--- config.mk ---
export PLATFORM = sky130hd
export DESIGN_NAME = dual_acc_sat
export DESIGN_NICKNAME = d
export VERILOG_FILES = /design/src/rtl/dacc_pkg.sv /design/src/rtl/dacc_mult.sv /design/src/rtl/dacc_addsat.sv /design/src/rtl/dacc_bank.sv /design/src/rtl/dual_acc_sat.sv
export SDC_FILE = /design/constraint.sdc
export NUM_CORES = 1
export LEC_CHECK = 0
export ABC_AREA = 0
export BUFFER_PORTS_ARGS = -buffer_cell sky130_fd_sc_hd__buf_2
export CAP_MARGIN = 0
export CORE_MARGIN = 2
export CORE_UTILIZATION = 52
export DETAILED_ROUTE_END_ITERATION = 6
export GPL_TIMING_DRIVEN = 0
export PLACE_DENSITY = 0.75
export SLEW_MARGIN = 20
export SYNTH_ARGS = -nofsm -noshare
export SYNTH_HDL_FRONTEND = slang
export SYNTH_SLANG_ARGS = --single-unit
--- constraint.sdc ---
create_clock -name clk -period 19.9 [get_ports clk]
set_input_delay 4.975 -clock clk [delete_from_list [all_inputs] [get_ports clk]]
set_output_delay 4.975 -clock clk [all_outputs]
set_load 0.005 [all_outputs]
--- src/rtl/dacc_pkg.sv ---
// Package: shared operation encoding for the dual accumulator.
// Assumes: the two-bit op field is decoded identically by every bank.
package dacc_pkg;
    typedef enum logic [1:0] {
        ACC_CLR = 2'b00,
        ACC_MAC = 2'b01,
        ACC_MSC = 2'b10,
        ACC_LD  = 2'b11
    } acc_op_e;
endpackage

--- src/rtl/dacc_mult.sv ---
// Module: dacc_mult
// Forms the signed product of two OP_W-bit two's-complement operands.
// Assumes: the product of two OP_W-bit signed values always fits in
// 2*OP_W signed bits, so the low 2*OP_W bits of a product of
// sign-extended operands are exact.
module dacc_mult #(
    parameter int OP_W = 16
) (
    input  logic [OP_W-1:0]   mul_x,
    input  logic [OP_W-1:0]   mul_y,
    output logic [2*OP_W-1:0] mul_p
);
    localparam int PW = 2 * OP_W;

    logic signed [PW-1:0] x_ext;
    logic signed [PW-1:0] y_ext;

    // Sign-extend both operands to the product width.
    always_comb begin
        x_ext = $signed({{OP_W{mul_x[OP_W-1]}}, mul_x});
        y_ext = $signed({{OP_W{mul_y[OP_W-1]}}, mul_y});
    end

    // Signed multiply, truncated to the exact product width.
    always_comb begin
        mul_p = x_ext * y_ext;
    end
endmodule

--- src/rtl/dacc_addsat.sv ---
// Module: dacc_addsat
// Computes the next value of one accumulator from its current value, the
// product and the operation, and optionally clamps it to the working range.
// Assumes: ACC_W = PROD_W + guard bits; the working range is PROD_W signed
// bits; an extra top bit carries the exact sign of the sum.
module dacc_addsat
    import dacc_pkg::*;
#(
    parameter int PROD_W = 32,
    parameter int ACC_W  = 40
) (
    input  logic [ACC_W-1:0]  cur_acc,
    input  logic [PROD_W-1:0] prod,
    input  acc_op_e           op,
    input  logic              sat_en,
    output logic [ACC_W-1:0]  nxt_acc,
    output logic              nxt_ovf,
    output logic              sat_evt
);
    localparam int GUARD_W = ACC_W - PROD_W;
    localparam int XW      = ACC_W + 1;
    localparam logic [ACC_W-1:0] POS_LIM = {{(GUARD_W+1){1'b0}}, {(PROD_W-1){1'b1}}};
    localparam logic [ACC_W-1:0] NEG_LIM = {{(GUARD_W+1){1'b1}}, {(PROD_W-1){1'b0}}};

    logic [XW-1:0]     acc_x;
    logic [XW-1:0]     prod_x;
    logic [XW-1:0]     exact;
    logic [GUARD_W:0]  top_bits;
    logic              wide_ovf;
    logic              out_range;

    // Widen both terms by sign extension so the sum is exact.
    always_comb begin
        acc_x  = {acc_x_sign(cur_acc), cur_acc};
        prod_x = {{(XW-PROD_W){prod[PROD_W-1]}}, prod};
    end

    function automatic logic acc_x_sign(input logic [ACC_W-1:0] v);
        return v[ACC_W-1];
    endfunction

    // Select the exact result for the requested operation.
    always_comb begin
        unique case (op)
            ACC_CLR: exact = '0;
            ACC_LD:  exact = prod_x;
            ACC_MAC: exact = acc_x + prod_x;
            ACC_MSC: exact = acc_x - prod_x;
            default: exact = '0;
        endcase
    end

    // Detect leaving the 40-bit range and leaving the 32-bit range.
    always_comb begin
        wide_ovf  = exact[XW-1] ^ exact[ACC_W-1];
        top_bits  = exact[ACC_W-1:PROD_W-1];
        out_range = wide_ovf | ~((&top_bits) | ~(|top_bits));
    end

    // Clamp or wrap, and report a saturation event.
    always_comb begin
        nxt_ovf = out_range;
        if (sat_en && out_range) begin
            nxt_acc = exact[XW-1] ? NEG_LIM : POS_LIM;
            sat_evt = 1'b1;
        end else begin
            nxt_acc = exact[ACC_W-1:0];
            sat_evt = ~sat_en & wide_ovf;
        end
    end
endmodule

--- src/rtl/dacc_bank.sv ---
// Module: dacc_bank
// Holds one accumulator, its overflow flag and its sticky saturation flag.
// Assumes: upd is high only when this bank is the enabled target; the next
// values come from dacc_addsat; flag clear and new event may coincide and
// the event then wins.
module dacc_bank
    import dacc_pkg::*;
#(
    parameter int PROD_W = 32,
    parameter int ACC_W  = 40
) (
    input  logic             clk,
    input  logic             rst_n,
    input  logic             upd,
    input  logic             sat_clr,
    input  acc_op_e          op,
    input  logic             sat_en,
    input  logic [ACC_W-1:0] nxt_acc,
    input  logic             nxt_ovf,
    input  logic             sat_evt,
    output logic [ACC_W-1:0] acc_q,
    output logic             ovf_q,
    output logic             sat_q
);
    localparam int GUARD_W = ACC_W - PROD_W;

    // Accumulator and overflow register: written only on an update.
    always_ff @(posedge clk) begin
        if (!rst_n) begin
            acc_q <= '0;
            ovf_q <= 1'b0;
        end else if (upd) begin
            acc_q <= nxt_acc;
            ovf_q <= nxt_ovf;
        end
    end

    // Sticky saturation flag: clear request first, new event overrides.
    always_ff @(posedge clk) begin
        if (!rst_n) begin
            sat_q <= 1'b0;
        end else begin
            sat_q <= (sat_q & ~sat_clr) | (upd & sat_evt);
        end
    end

    AST_HOLD_IDLE: assert property (@(posedge clk) disable iff (!rst_n)
        !upd |=> $stable(acc_q) && $stable(ovf_q));

    AST_CLAMP_RANGE: assert property (@(posedge clk) disable iff (!rst_n)
        (upd && sat_en) |=> ((&acc_q[ACC_W-1:PROD_W-1]) || !(|acc_q[ACC_W-1:PROD_W-1])));

    AST_CLEAR_ZERO: assert property (@(posedge clk) disable iff (!rst_n)
        (upd && op == ACC_CLR) |=> (acc_q == '0) && !ovf_q);

    AST_STICKY_SAT: assert property (@(posedge clk) disable iff (!rst_n)
        (sat_q && !sat_clr) |=> sat_q);

    AST_SAT_NEEDS_UPD: assert property (@(posedge clk) disable iff (!rst_n)
        (!sat_q && !upd) |=> !sat_q);

    initial begin
        assert (GUARD_W > 0) else $error("guard width must be positive");
    end
endmodule

--- src/rtl/dual_acc_sat.sv ---
// Module: dual_acc_sat (top)
// Two 40-bit guarded accumulators sharing one signed multiplier. Each
// enabled cycle clears, loads, adds to or subtracts from the selected
// accumulator; flags and values update on the following edge.
// Assumes: synchronous active-low reset; inputs are stable around the edge.
module dual_acc_sat
    import dacc_pkg::*;
#(
    parameter int OP_W    = 16,
    parameter int GUARD_W = 8
) (
    input  logic                      clk,
    input  logic                      rst_n,
    input  logic                      op_en,
    input  logic                      acc_sel,
    input  logic [1:0]                op_code,
    input  logic                      sat_en,
    input  logic                      sat_clr,
    input  logic [OP_W-1:0]           opnd_x,
    input  logic [OP_W-1:0]           opnd_y,
    output logic [2*OP_W+GUARD_W-1:0] acc_a,
    output logic [2*OP_W+GUARD_W-1:0] acc_b,
    output logic                      ovf_a,
    output logic                      ovf_b,
    output logic                      sat_a,
    output logic                      sat_b,
    output logic                      ovf_any,
    output logic                      sat_any
);
    localparam int PROD_W = 2 * OP_W;
    localparam int ACC_W  = PROD_W + GUARD_W;
    localparam int NBANK  = 2;

    logic [PROD_W-1:0] prod;
    acc_op_e           op;
    logic [ACC_W-1:0]  acc_q   [NBANK];
    logic [NBANK-1:0]  ovf_q;
    logic [NBANK-1:0]  sat_q;

    // Decode the raw op field into the shared enum.
    always_comb begin
        op = acc_op_e'(op_code);
    end

    dacc_mult #(.OP_W(OP_W)) u_mult (
        .mul_x (opnd_x),
        .mul_y (opnd_y),
        .mul_p (prod)
    );

    for (genvar gi = 0; gi < NBANK; gi++) begin : g_bank
        logic [ACC_W-1:0] nxt_acc;
        logic             nxt_ovf;
        logic             sat_evt;
        logic             upd;

        // This bank is written when enabled and selected.
        always_comb begin
            upd = op_en && (acc_sel == (gi == 1));
        end

        dacc_addsat #(.PROD_W(PROD_W), .ACC_W(ACC_W)) u_addsat (
            .cur_acc (acc_q[gi]),
            .prod    (prod),
            .op      (op),
            .sat_en  (sat_en),
            .nxt_acc (nxt_acc),
            .nxt_ovf (nxt_ovf),
            .sat_evt (sat_evt)
        );

        dacc_bank #(.PROD_W(PROD_W), .ACC_W(ACC_W)) u_bank (
            .clk     (clk),
            .rst_n   (rst_n),
            .upd     (upd),
            .sat_clr (sat_clr),
            .op      (op),
            .sat_en  (sat_en),
            .nxt_acc (nxt_acc),
            .nxt_ovf (nxt_ovf),
            .sat_evt (sat_evt),
            .acc_q   (acc_q[gi]),
            .ovf_q   (ovf_q[gi]),
            .sat_q   (sat_q[gi])
        );
    end

    // Drive the named outputs and the OR summaries.
    always_comb begin
        acc_a   = acc_q[0];
        acc_b   = acc_q[1];
        ovf_a   = ovf_q[0];
        ovf_b   = ovf_q[1];
        sat_a   = sat_q[0];
        sat_b   = sat_q[1];
        ovf_any = |ovf_q;
        sat_any = |sat_q;
    end

    AST_ONE_BANK: assert property (@(posedge clk) disable iff (!rst_n)
        1'b1 |=> ($stable(acc_a) || $stable(acc_b)));

    AST_UNSEL_B: assert property (@(posedge clk) disable iff (!rst_n)
        (op_en && !acc_sel) |=> $stable(acc_b) && $stable(ovf_b));
endmodule

Word-level counts from Yosys, hierarchy flattened
Index checks and enable logic that the tools add are counted. Widths: inputs -> output; s select.

Flip-flop bits (word level): 84. Word-level logic and storage cells: 54.

Add/subtract/negate cells: 4. Multipliers: 1. Eq/ne operators: 3. Muxes and demuxes: 8. Bitwise logic cells: 21. Reductions and logical operators: 11.

Operator list (count): $pmux 41 s4 (2); $mux 40 (4); $add 40x32->41 (2); $sub 40x32->41 (2); $mul 16x16->32 (1); $reduce_and 9->1 (2); $reduce_or 9->1 (2); $not 1->1 (7); $and 1x1->1 (6); $or 1x1->1 (6); $eq 2x2->1 const B (2); $logic_and 1x1->1 (4); $reduce_or 2->1 (2); $eq 2x1->1 const B (1); $logic_not 2->1 (1); $mux 1 (2); $xor 1x1->1 (2).

Depth between registers and ports, before layout
Depth in word-level cells: 12. Gate-level depth with buffers: 44.

Cells and area by module
Synthesis repeated with hierarchy kept, for this count alone.

Cells, all modules: 2635. Area, all modules: 21684.5 um2.

Modules (own cells, without submodules): dacc_mult (times used 1, cells an instance 1081, area each 9889.5 um2, sequential area each 0.0 um2); dacc_addsat (times used 2, cells an instance 639, area each 4251.6 um2, sequential area each 0.0 um2); dacc_bank (times used 2, cells an instance 136, area each 1631.6 um2, sequential area each 840.8 um2); dual_acc_sat (times used 1, cells an instance 4, area each 28.8 um2, sequential area each 0.0 um2).

Worst setup path before layout
OpenSTA, ideal clock, no wires.

Kind: input -> register. From: in opnd_x[15]. To: reg g_bank[1].u_bank.acc_q[10]. Data arrival time: 15.306 ns. Path slack: 4.456 ns. Stages: 41. Path buffers: 4. Path through: clkbuf_1 > nand2_1 > inv_1 > fa_1 > fa_1 > fa_1 > fa_1 > fa_1 > inv_1 > fa_1 > inv_1 > ha_1 > clkbuf_1 > nand2_1 > o21ai_0 > nor3_1 > a32o_1 > a311oi_1 > [5 not listed] > ha_1 > nand2_1 > nor2_1 > a211oi_1 > o31ai_1 > maj3_1 > a31o_2 > or4_4 > a221oi_4 > a2111oi_2 > and3_1 > or3_1 > o41ai_2 > nand4_2 > a21o_1 > clkbuf_1 > a221oi_1 > a211oi_1.

Word-level cells in the longest chain between the ends: 10. Elaborated cells on any way between the ends: 14. Those cells by class: add/sub: 2; mul: 1; mux: 3; bitwise: 5; reduce/logical: 3.

RTL lines: start, declared (RTL line dual_acc_sat.sv:19) `input logic [OP_W-1:0] opnd_x,`; $mul 16x16->32 (*) (RTL line dacc_mult.sv:26) `mul_p = x_ext * y_ext;`; $sub 40x32->41 or $add 40x32->41 (tied branches) (RTL line dacc_addsat.sv:48, dacc_addsat.sv:47); $pmux 41 s4 (*) (RTL line dacc_addsat.sv:44) `unique case (op)`; $reduce_or 9->1 (RTL line dacc_addsat.sv:57) `out_range = wide_ovf | ~((&top_bits) | ~(|top_bits));`; $not 1->1 (RTL line dacc_addsat.sv:57); $or 1x1->1 (RTL line dacc_addsat.sv:57); $not 1->1 (RTL line dacc_addsat.sv:57); $or 1x1->1 (RTL line dacc_addsat.sv:57); $logic_and 1x1->1 (RTL line dacc_addsat.sv:63) `if (sat_en && out_range) begin`; $mux 40 (*) (RTL line dacc_addsat.sv:63); end signal, assigned (RTL line dacc_bank.sv:33) `acc_q <= nxt_acc;`; end, declared (RTL line dacc_bank.sv:21) `output logic [ACC_W-1:0] acc_q,`.

Every way passes the cells marked *; elsewhere a longest branch is shown, timed or not. A chain may end at the register's enable or synchronous reset.

Worst setup path after layout
From: in opnd_x[15]. To: reg g_bank[1].u_bank.acc_q[7].

Same word-level chain as after synthesis.

==> summary.txt <==
Timing
  – RSZ-0062 raised after global routing: false
  – Fmax: 56.74 MHz
  – Final period utilization: 88.56%
  – Slew Limit Fails: 0
  – Worst slew margin: 32.24%
  – Fin Hold WS: 0.4976 ns
  – Final Skew: 0.009960 ns
  – TNS Setup: 0 ns
  – Hold Fails Final Rpt: 0
  – Final setup vio count: 0
  – Min cycle time layout: 17.62 ns
  – Slew @ Worst Pin: 1.013 ns

Synthesis
  – Ys Warns: 0
  – Mapped Cells: 2538
  – Syn Nets: 2984
  – Synth top area share: 25.47%
  – Most common cell in the netlist: inv_1
  – Yosys reg bits: 84
  – Avg Inst Size Synth: 8.175 um2
  – Synthesized area: 20750 um2
  – Number of flops mapped to enable cells by yosys: 0
  – Commonest cells post-synth: 321 x inv_1, 264 x fa_1, 249 x nand2_1, 148 x and2_1, 142 x ha_1
  – Top cell type by total area after synthesis: fa_1
  – Synth async-reset ratio: 0%
  – Top_reg_cell synth: dfxtp_1
  – Post-synthesis sequential area ratio: 8.105%
  – Main area contributors after synthesis: fa_1 25%, ha_1 8.6%, dfxtp_1 8.1%
  – Count of different cell masters after synthesis: 103

Clocking
  – H-Tree Depth: 3
  – Worst skew pair latency: 0.36 ns
  – TritonCTS clock tree: yes
  – CTS Hold Bufs: 0
  – Root Driver: clkbuf_16
  – Deepest clock path buffer count: 2
  – TritonCTS Buffers: 9
  – Clock-pin slew on the worst setup and hold paths: 0.06 ns
  – CTS resizes: 0
  – Post-CTS setup buffer count: 0
  – Clock sink count: 84

Global routing
  – Largest net degree at the start of global routing: 14
  – Total GRT Usage: 31.74%
  – Initial antenna violation count: 0
  – First-pass GRT wire length: 105.5 mm
  – Vias in the first global route: 19757
  – GRT overflow: 0

Setup path
  – Reg2reg start: g_bank[1].u_bank.acc_q[1]
  – CP max-delay cell: fa_1
  – CP endpoint kind: flop
  – Required time worst endpoint: 20.12 ns
  – Crit Path Max Fanout: 10
  – Cell mode on critical path: fa_1
  – CP peak stage delay: 0.88 ns
  – Worst reg2reg path endpoint: g_bank[1].u_bank.acc_q[7]
  – CP arrival: 17.84 ns
  – Type of origin of the critical path: primary input
  – Setup Crit Path Kind: in2reg
  – R2R cell count: 19
  – Reg2Reg Setup Slack: 13.15 ns

Cells and area
  – Diodes inserted: 0
  – Multi-input logic area: 17370 um2
  – Final #Nets: 3119
  – Register area: 1682 um2
  – Share of post-route cells with drive strength above 1: 8.480%
  – Area grow syn2layout: 7.581%
  – Fill count: 3719
  – Fin util: 56.44%

Drt
  – DRC: 0
  – Routed len/inst: 20.16 um
  – Via count: 19863
  – Vias/cell: 6.203
  – Final wirelength: 64.54 mm
  – Drt pass-1 iters: 6
  – Iter 0 DRT Violations: 1825
  – DRT antenna net count: 0

Min path
  – Path category of the worst min-delay check: reg2reg
  – End of the worst hold path: g_bank[0].u_bank.ovf_q
  – Min-Delay Startpoint: g_bank[0].u_bank.ovf_q
  – Worst hold path stage count: 2

Status
  – Outcome: complete, no violations

Floorplan
  – Initial Util: 52.46%
  – I/O pin count: 126
  – Die Width: 203.7 um
  – Full die area: 41510 um2
  – Die height: 203.7 um
  – Core Area: 39550 um2
  – Num rows: 73

Place
  – PortBufs: 123
  – Final Wtd Congestion: 0.9672
  – Detailed placement HPWL: 54.04 mm

Run
  – Max cap viols: 0
-- worst max-delay path by stage --
stage / start / end / slack [ns] / depth (start not counted)
final: opnd_x[15] / g_bank[1].u_bank.acc_q[7] / 2.28 / 40
after global routing: opnd_x[7] / g_bank[1].u_bank.acc_q[2] / 1.65 / 43
after CTS: opnd_x[15] / g_bank[1].u_bank.acc_q[7] / 2.47 / 40
after detailed placement: opnd_x[15] / g_bank[1].u_bank.acc_q[7] / 2.16 / 40
after global placement: opnd_x[15] / g_bank[1].u_bank.acc_q[12] / 2.23 / 41
after floorplan: opnd_x[15] / g_bank[1].u_bank.acc_q[10] / 4.46 / 41
-- area by class of cell --
cell class | count | share of cell area, %
clock inverter | 4 | 0.1233
buffer | 123 | 2.304
timing repair buffer | 124 | 2.780
sequential | 84 | 7.534
inverter | 324 | 5.449
clock buffer | 11 | 1.043
multi-input combinational | 2007 | 77.82
tap | 525 | 2.943
-- worst max-delay path: cells and delay by family --
kind	cells	cell delay [ns]
adders and majority gates	9	4.48
and+or+nand+nor	8	1.89
xor gates and xnor gates	1	0.45
buffers and inverters	8	1.86
AOI/OAI and AO/OA	14	4.14
-- stage by stage --
step / worst slack (ns) / cell area [um2] / instances
2_1_floorplan: 4.456 / 20750 / 2538
3_3_place_gp: 2.234 / 22020 / 3186
3_5_place_dp: 2.156 / 22050 / 3187
4_1_cts: 2.471 / 22310 / 3202
5_1_grt: 1.653 / 22320 / 3202
6_report: 2.277 / 22320 / 3202
-- state kept, by name (all words and copies together), names as in the netlist --
name,flops
g_bank.u_bank.ovf_q,2
g_bank.u_bank.sat_q,2
g_bank.u_bank.acc_q,80
-- cells in the final DEF (no fill, tap or decap), types with 14 or more instances in the layout --
cell type,n
inv_1,321
fa_1,264
nand2_1,249
and2_1,148
ha_1,142
buf_2,136
nor2_1,131
o21ai_0,125
a21oi_1,108
clkbuf_1,102
xnor2_1,95
dfxtp_1,84
o211ai_1,51
a21o_1,49
a211oi_1,46
nor3_1,41
nand3_1,32
xor2_1,29
o21a_1,25
a22oi_1,25
a31oi_1,24
o31ai_1,23
a221oi_1,22
nand2b_1,21
nand4_1,20
or3_1,17
nor4_1,17
and3_1,15
maj3_1,15
a211oi_2,14
-- layer usage --
| metal | routed length, um | track usage [%] |
|---|---|---|
| met1 | 27640 | 44.29 |
| met2 | 29620 | 52.34 |
| met3 | 5415 | 3.500 |
| met4 | 1858 | 8.498 |
| met5 | 0 | 0 |
-- logic make-up after synthesis --
kind of cell               count (synthesis)  share of synthesized area [%]
xor gates and xnor gates                 128                          5.639
and+or+nand+nor                          754                          18.30
DFF                                       84                          8.105
adders and majority gates                421                          34.76
buffers and inverters                    447                          8.340
AOI/OAI and AO/OA                        686                          23.94
muxes                                     18                         0.9107
Power is not shown: default switching activity piles up to over one toggle a cycle in this logic, so the estimate is an artifact.
